--- src/rtl/alarm_pkg.sv ---
package alarm_pkg;
  parameter int AddrW = 5;
  parameter int DataW = 32;
  parameter int SecW  = 6;
  parameter int MinW  = 6;
  parameter int HourW = 5;
  parameter int DayW  = 8;

  localparam int SecLsb  = 0;
  localparam int MinLsb  = 8;
  localparam int HourLsb = 16;
  localparam int DayLsb  = 21;

  localparam int SecMax  = 59;
  localparam int MinMax  = 59;
  localparam int HourMax = 23;

  localparam logic [AddrW-1:0] CountAddr = AddrW'(8'h0C);
  localparam logic [AddrW-1:0] RunAddr   = AddrW'(8'h14);
  localparam logic [AddrW-1:0] IenAddr   = AddrW'(8'h18);
  localparam logic [AddrW-1:0] StatAddr  = AddrW'(8'h1C);
  localparam int RunBit  = 8;
  localparam int IenBit  = 0;
  localparam int PendBit = 0;

  typedef struct packed {
    logic [DayW-1:0]  day;
    logic [HourW-1:0] hour;
    logic [MinW-1:0]  min;
    logic [SecW-1:0]  sec;
  } countVal_t;

  typedef struct packed {
    logic loadCount;
    logic decrement;
  } alarmStrobes_t;

  function automatic longint toSeconds(countVal_t c);
    return longint'(c.sec) + 60 * longint'(c.min) + 3600 * longint'(c.hour)
         + 86400 * longint'(c.day);
  endfunction
endpackage

--- src/rtl/alarm_countdown.sv ---
module alarm_countdown
  import alarm_pkg::*;
(
  input  logic          clk,
  input  logic          rstN,
  input  alarmStrobes_t strobes,
  input  countVal_t     loadValue,
  output countVal_t     countQ,
  output logic          expire
);
  countVal_t nextDec;
  logic      isOne;
  logic      isZero;

  always_comb begin
    isZero  = (countQ == '0);
    isOne   = (countQ.day == '0) && (countQ.hour == '0) && (countQ.min == '0)
              && (countQ.sec == SecW'(1));
    nextDec = countQ;
    if (countQ.sec != '0) begin
      nextDec.sec = countQ.sec - 1'b1;
    end else if (countQ.min != '0) begin
      nextDec.min = countQ.min - 1'b1;
      nextDec.sec = SecW'(SecMax);
    end else if (countQ.hour != '0) begin
      nextDec.hour = countQ.hour - 1'b1;
      nextDec.min  = MinW'(MinMax);
      nextDec.sec  = SecW'(SecMax);
    end else if (countQ.day != '0) begin
      nextDec.day  = countQ.day - 1'b1;
      nextDec.hour = HourW'(HourMax);
      nextDec.min  = MinW'(MinMax);
      nextDec.sec  = SecW'(SecMax);
    end
    expire = strobes.decrement && !strobes.loadCount && isOne;
  end

  always_ff @(posedge clk) begin
    if (!rstN) begin
      countQ <= '0;
    end else if (strobes.loadCount) begin
      countQ <= loadValue;
    end else if (strobes.decrement && !isZero) begin
      countQ <= nextDec;
    end
  end


  count_hold_chk: assert property (@(posedge clk) disable iff (!rstN)
    $past(!strobes.loadCount && !strobes.decrement) |-> $stable(countQ));


  decrement_step_chk: assert property (@(posedge clk) disable iff (!rstN)
    $past(strobes.decrement && !strobes.loadCount && countQ != '0)
      |-> toSeconds(countQ) == toSeconds($past(countQ)) - 1);


  expire_zero_chk: assert property (@(posedge clk) disable iff (!rstN)
    expire |=> countQ == '0);
endmodule

--- src/rtl/alarm_regs.sv ---
module alarm_regs
  import alarm_pkg::*;
(
  input  logic             clk,
  input  logic             rstN,
  input  logic             secTick,
  input  logic             wrEn,
  input  logic [AddrW-1:0] addr,
  input  logic [DataW-1:0] wrData,
  input  logic             expire,
  input  countVal_t        countQ,
  output alarmStrobes_t    strobes,
  output countVal_t        loadValue,
  output logic [DataW-1:0] rdData,
  output logic             irq
);
  logic runQ;
  logic ienQ;
  logic pendQ;
  logic clrReq;

  always_comb begin
    strobes.loadCount = wrEn && (addr == CountAddr);
    strobes.decrement = secTick && runQ;
    clrReq            = wrEn && (addr == StatAddr) && wrData[PendBit];
    loadValue.sec     = wrData[SecLsb +: SecW];
    loadValue.min     = wrData[MinLsb +: MinW];
    loadValue.hour    = wrData[HourLsb +: HourW];
    loadValue.day     = wrData[DayLsb +: DayW];
  end

  always_ff @(posedge clk) begin
    if (!rstN) begin
      runQ  <= 1'b0;
      ienQ  <= 1'b0;
      pendQ <= 1'b0;
    end else begin
      if (wrEn && addr == RunAddr) runQ <= wrData[RunBit];
      if (wrEn && addr == IenAddr) ienQ <= wrData[IenBit];
      if (expire)      pendQ <= 1'b1;
      else if (clrReq) pendQ <= 1'b0;
    end
  end

  always_comb begin
    rdData = '0;
    case (addr)
      CountAddr: begin
        rdData[SecLsb +: SecW]   = countQ.sec;
        rdData[MinLsb +: MinW]   = countQ.min;
        rdData[HourLsb +: HourW] = countQ.hour;
        rdData[DayLsb +: DayW]   = countQ.day;
      end
      RunAddr:  rdData[RunBit]  = runQ;
      IenAddr:  rdData[IenBit]  = ienQ;
      StatAddr: rdData[PendBit] = pendQ;
      default:  rdData = '0;
    endcase
    irq = pendQ & ienQ;
  end


  pend_clear_chk: assert property (@(posedge clk) disable iff (!rstN)
    $fell(pendQ) |-> $past(wrEn && addr == StatAddr && wrData[PendBit]));


  pend_set_chk: assert property (@(posedge clk) disable iff (!rstN)
    $rose(pendQ) |-> $past(expire));


  set_wins_chk: assert property (@(posedge clk) disable iff (!rstN)
    expire |=> pendQ);
endmodule

--- src/rtl/countdown_alarm.sv ---
module countdown_alarm
  import alarm_pkg::*;
(
  input  logic             clk,
  input  logic             rstN,
  input  logic             secTick,
  input  logic             wrEn,
  input  logic [AddrW-1:0] addr,
  input  logic [DataW-1:0] wrData,
  output logic [DataW-1:0] rdData,
  output logic             irq
);
  alarmStrobes_t strobes;
  countVal_t     loadValue;
  countVal_t     countQ;
  logic          expire;

  alarm_regs regs_i (
    .clk(clk), .rstN(rstN), .secTick(secTick), .wrEn(wrEn), .addr(addr),
    .wrData(wrData), .expire(expire), .countQ(countQ), .strobes(strobes),
    .loadValue(loadValue), .rdData(rdData), .irq(irq)
  );

  alarm_countdown count_i (
    .clk(clk), .rstN(rstN), .strobes(strobes), .loadValue(loadValue),
    .countQ(countQ), .expire(expire)
  );
endmodule

--- config.mk ---
export PLATFORM = sky130hd
export DESIGN_NAME = countdown_alarm
export DESIGN_NICKNAME = d
export VERILOG_FILES = /design/src/rtl/alarm_pkg.sv /design/src/rtl/alarm_countdown.sv /design/src/rtl/alarm_regs.sv /design/src/rtl/countdown_alarm.sv
export SDC_FILE = /design/constraint.sdc
export NUM_CORES = 1
export LEC_CHECK = 0
export ABC_AREA = 1
export BUFFER_PORTS_ARGS = -buffer_cell sky130_fd_sc_hd__buf_2
export CORE_MARGIN = 5
export CORE_UTILIZATION = 45
export CTS_BUF_LIST = sky130_fd_sc_hd__clkbuf_8 sky130_fd_sc_hd__clkbuf_16
export CTS_CLUSTER_SIZE = 40
export DETAILED_ROUTE_END_ITERATION = 16
export GPL_TIMING_DRIVEN = 0
export PLACE_DENSITY = 0.74
export SYNTH_ARGS = -nofsm -noshare
export SYNTH_HDL_FRONTEND = slang
export SYNTH_SLANG_ARGS = --single-unit
--- constraint.sdc ---
create_clock -name clk -period 1.6 [get_ports clk]
set_input_delay 0.08 -clock clk [delete_from_list [all_inputs] [get_ports clk]]
set_output_delay 0.08 -clock clk [all_outputs]
set_load 0.02 [all_outputs]
Yosys cells after proc, flatten, opt, wreduce, memory -nomap -nowiden
Cells that the tools add are included.
{"block": "op_classes", "add_sub_neg": 4, "muxes": 16, "n_bitwise": 1, "n_reduce_logical": 32, "eq_ne": 8}
{"cell": "two-way mux 25 bit", "count": 3}
{"cell": "two-way mux 13 bit", "count": 2}
{"cell": "zero test 25 bit", "count": 1}
{"cell": "two-way mux 19 bit", "count": 1}
{"cell": "two-way mux 17 bit", "count": 1}
{"cell": "equality test 5 bit (second input constant)", "count": 3}
{"cell": "logical AND 1 bit", "count": 12}
{"cell": "two-way mux 12 bit", "count": 1}
{"cell": "nonzero test 6 bit", "count": 2}
{"cell": "subtractor 6 x 1 -> 6 bit (second input constant)", "count": 2}
{"cell": "two-way mux 5 bit", "count": 2}
{"cell": "nonzero test 5 bit", "count": 2}
{"cell": "zero test 8 bit", "count": 1}
{"cell": "two-way mux 8 bit", "count": 1}
{"cell": "nonzero test 8 bit", "count": 1}
{"cell": "subtractor 8 x 1 -> 8 bit (second input constant)", "count": 1}
{"cell": "equality test 6 x 1 -> 1 bit (second input constant)", "count": 1}
{"cell": "zero test 6 bit", "count": 1}
{"cell": "two-way mux 6 bit", "count": 1}
{"cell": "inequality test 2 x 1 -> 1 bit (second input constant)", "count": 3}
{"cell": "nonzero test 2 bit", "count": 3}
{"cell": "equality test 5 x 4 -> 1 bit (second input constant)", "count": 1}
{"cell": "zero test 5 bit", "count": 1}
{"cell": "AND reduction 5 bit", "count": 1}
{"cell": "11 further kinds", "count": 13}
{"block": "word_totals", "out_inout_bits": 33, "elab_cells": 68, "regBits": 28, "input_bits": 41}

Longest topological paths before layout
{"block": "logic_depth", "ltp_word": 7, "mapped_depth": 13, "mapped_depth_nobuf": 13}

Cells and area by module
From an unflattened synthesis, not the netlist that was laid out.
{"block": "hier_totals", "cells_unflattened": 445, "hier_area_um2": 2885.3}
{"module": "alarm_countdown", "cells_per_inst": 318, "area_each_um2": 2018.2, "seq_area_each_um2": 500.5, "n_inst": 1}
{"module": "alarm_regs", "cells_per_inst": 127, "area_each_um2": 867.1, "seq_area_each_um2": 60.1, "n_inst": 1}

Least setup slack after synthesis
OpenSTA, ideal clock, no wires.
{"block": "synth_path", "path_kind": "register to register", "start": "register, netlist name count_i.countQ[0]", "end": "register, netlist name count_i.countQ[19]", "n_path_buf": 1, "stages_incl_launch_ff": 13, "setup_ns": 0.115, "period_less_slack_ns": 1.553, "path_slack_ns": 0.047, "required_ns": 1.485, "t_arrival_ns": 1.438, "path_cell_list": "dfxtp_1 > inv_1 > ha_1 > nand2_1 > nor2_2 > nand2_1 > o21ai_2 > nand2_1 > inv_2 > buf_4 > nand3b_1 > nand2_1 > nor2_1"}
{"block": "synth_via", "elab_chain_len": 5, "elab_cells_between_ends": 7, "classes_between": "eq/ne (1); reduce/logical (6)"}
{"item": "zero test 25 bit", "line": "alarm_countdown.sv:16", "source": "isZero = (countQ == '0);"}
{"item": "zero test 1 bit", "line": "alarm_countdown.sv:43", "source": "end else if (strobes.decrement && !isZero) begin"}
{"item": "logical AND 1 bit", "line": "alarm_countdown.sv:43"}
{"item": "nonzero test 2 bit (no source line)"}
{"item": "AND reduction 5 bit (no source line) *"}
Mark *: on every way between the ends. The rest lies on a longest branch, timed or not.
A chain may end at the register's enable or synchronous reset.

Final worst setup path
{"block": "layout_path", "start": "register, netlist name count_i.countQ[12]", "end": "register, netlist name count_i.countQ[18]"}
{"block": "layout_via", "elab_chain_len": 5, "elab_cells_between_ends": 7, "classes_between": "eq/ne (1); reduce/logical (6)"}
{"item": "zero test 25 bit", "line": "alarm_countdown.sv:16"}
{"item": "zero test 1 bit", "line": "alarm_countdown.sv:43"}
{"item": "logical AND 1 bit", "line": "alarm_countdown.sv:43"}
{"item": "nonzero test 2 bit (no source line)"}
{"item": "AND reduction 5 bit (no source line) *"}
Marked as above.

==> flow_metrics.tcl <==
set metrics [dict create \
    reg2reg_depth 10 \
    cap_violations 0 \
    synth_area_per_cell_um2 6.28 \
    clk_pin_slew_worst_paths_ps 110 \
    power.internal_mw 1.11 \
    layout_common_cells "80 x nand2_1, 72 x nor2_1, 62 x buf_2" \
    antenna_found_initial 0 \
    synth_top_cell_by_area "dfxtp_1" \
    slew_viol_final 0 \
    rrSetupSlack_ps -80 \
    tightest_slew_ps 577 \
    synthesis.area_um2 2440 \
    hold_viol 0 \
    clock_sinks 28 \
    io_pins 74 \
    ys_types 38 \
    p_leak_nw 1.66 \
    dpl_cell_area_um2 2850 \
    die_area_um2 7010 \
    min_to "regs_i.runQ" \
    timing.fmax_mhz 596 \
    syn2layout_area_growth_pct 38.5 \
    start_util_pct 47.0 \
    synthCells 389 \
    fin_util_pct 65.0 \
    required_ps 1790 \
    p_sw_share_pct 24.1 \
    cts_tree "done" \
    p_sw_mw 0.351 \
    grt_max_degree 17 \
    finalSetupViolCount 23 \
    timing.hold.worst.class "input port to register" \
    final_common_cell "nand2_1" \
    synth-seq-cells 28 \
    ctsHoldBuffers 0 \
    insertedDiodeCount 0 \
    wirelength_um 7670 \
    cts_root_buffer "clkbuf_8" \
    critPathMaxFanout 5 \
    cp-start-kind "register" \
    crit_type "register to register" \
    row_count 26 \
    clock_power_share_pct 39.8 \
    die_height_um 83.7 \
    r2r_end "count_i.countQ[18]" \
    overflow 0 \
    whs_path_depth 3 \
    num_vias 2833 \
    p_per_area_nw_per_um2 430 \
    clk_latency_ps 290 \
    arrival_ps 1870 \
    clockBufferDepth 2 \
    seq_power_share_pct 47.6 \
    setup_tns_ps -1270 \
    violations "negative setup slack" \
    fin_skew_ps 9.93 \
    drive_above_1_share_pct 38.8 \
    grt_pass1_wl_um 12700 \
    setup_ws_ps -77.5 \
    final_area_um2 3390 \
    netlist_top_cells_area "dfxtp_1 23%, nand2_1 13%, nor2_1 11%, inv_1 5.7%, a21oi_1 5.5%" \
    grt_pass1_vias 2722 \
    yosys_warnings 0 \
    port-buffer-count 58 \
    core_um2 5200 \
    fin_crit_sh_pct 105 \
    drc 0 \
    pwr-share-comb_pct 12.5 \
    fin_crit_ps 1680 \
    status "finished with violations" \
    cts_buffers 3 \
    dr.pass1.iters 5 \
    wl_per_cell_um 14.0 \
    min_from "wrData[8]" \
    h-tree-depth 1 \
    timing.rr.start "count_i.countQ[12]" \
    end_kind "register" \
    final_nets 528 \
    grt_use_total_pct 21.6 \
    yosysTopAreaCellShare_pct 22.9 \
    antenna_left 0 \
    yosysSeqAreaShare_pct 22.9 \
    fp.dieW_um 83.7 \
    rsz0062_at_grt "yes" \
    drt-vias-per-instance 5.16 \
    drtIter0Drc 142 \
    gp_congestion 0.895 \
    hpwl_um 5240 \
    ir_drop_mv 0.436 \
    maxSlewHeadroom_pct 61.5 \
]
==> flip-flops by register name, indices dropped and copies added (netlist names) <==
| signal | cells |
|---|---|
| count_i.countQ | 25 |
| regs_i.ienQ | 1 |
| regs_i.pendQ | 1 |
| regs_i.runQ | 1 |
==> worst max path at each step <==
stage                       start  depth (start not counted)            endpoint  slack (ps)
3_3_place_gp    count_i.countQ[0]                         11  count_i.countQ[10]        -200
2_1_floorplan   count_i.countQ[0]                         12  count_i.countQ[19]          50
5_1_grt        count_i.countQ[12]                         12   count_i.countQ[1]        -190
3_5_place_dp    count_i.countQ[0]                         12  count_i.countQ[10]        -240
6_report       count_i.countQ[12]                         10  count_i.countQ[18]         -80
4_1_cts         count_i.countQ[1]                         13  count_i.countQ[19]         -60
==> worst max-delay path, cell delays in order, from the launching register on <==
cell and delay, ps:
dfxtp_2 350, inv_2 100, ha_4 170, nand4_1 140, nor2_1 140, nand2_1 70, nand2_2 70, nand2_4 70
bufbuf_16 270, a21oi_1 140, nor2_1 60
==> routing by layer <==
| layer | wire length (µm) | part of all wire [%] | GRT usage, % | vias to the layer above |
|---|---|---|---|---|
| met5 | 0 | 0 | 0 | - |
| met4 | 188 | 2.5 | 5.85 | 0 |
| met3 | 518 | 6.8 | 4.74 | 21 |
| met2 | 3730 | 49 | 38.4 | 115 |
| met1 | 3240 | 42 | 26.0 | 1289 |
| li1 | - | - | - | 1408 |
==> kinds of logic (layout without fill, tap and decap cells) <==
kind of cell	count (synthesis)	count (layout)	synth area share, %
compound gates	57	57	12.9
xor+xnor	7	7	2.51
fa+ha+maj	7	7	3.58
buf+inv	66	150	13.4
flops	28	28	22.9
other cells	1	7	0.153
simple gates	223	223	44.5
==> stage by stage <==
stage	hold slack [ps]	std cells	total power [mW]	setup WS, ps
floorplan	241	395	0.812	47.0
global placement	380	523	0.875	-203
detailed placement	384	523	0.877	-243
CTS	71.0	542	1.47	-59.9
global route	80.0	549	1.52	-189
finish	74.6	549	1.46	-77.5
==> cell usage after synthesis (all sizes together) <==
master / instances
nor2: 85
clkinv: 1
nand2: 93
nand4: 6
ha: 7
o22ai: 5
o21bai: 1
a21oi: 27
or2: 2
xnor2: 3
a31oi: 1
nor4: 1
o311a: 1
xor2: 4
dfxtp: 28
o21a: 3
nor3: 1
buf: 22
nand3: 27
nand3b: 8
o221ai: 1
conb: 1
inv: 43
o21ai: 18
==> power groups by stage <==
stage	Combinational, mW	Sequential [mW]	Clock, mW
CTS	0.175	0.698	0.595
global placement	0.161	0.714	0
finish	0.183	0.694	0.580
floorplan	0.0979	0.714	0
detailed placement	0.163	0.714	0
global route	0.198	0.695	0.630
==> timing repair <==
item / 4_1_cts / 5_1_grt
setup endpoints to repair: 25 / 25
cloned: 2 / 1
endpoints found under the hold margin: 0 / 0
resized for setup: 52 / 27
pin swaps: 10 / 14
buffers inserted: 13 / 6
==> area by class of cell <==
cell class | instances | area, µm²
fill | 462 | 1820
multi-input combinational | 301 | 1750
sequential | 28 | 574
timing repair buffer | 80 | 533
buffer | 22 | 198
inverter | 44 | 171
tap | 70 | 87.6
clock buffer | 3 | 41.3
clock inverter | 1 | 30.0
(Power assumes the default switching activity.)
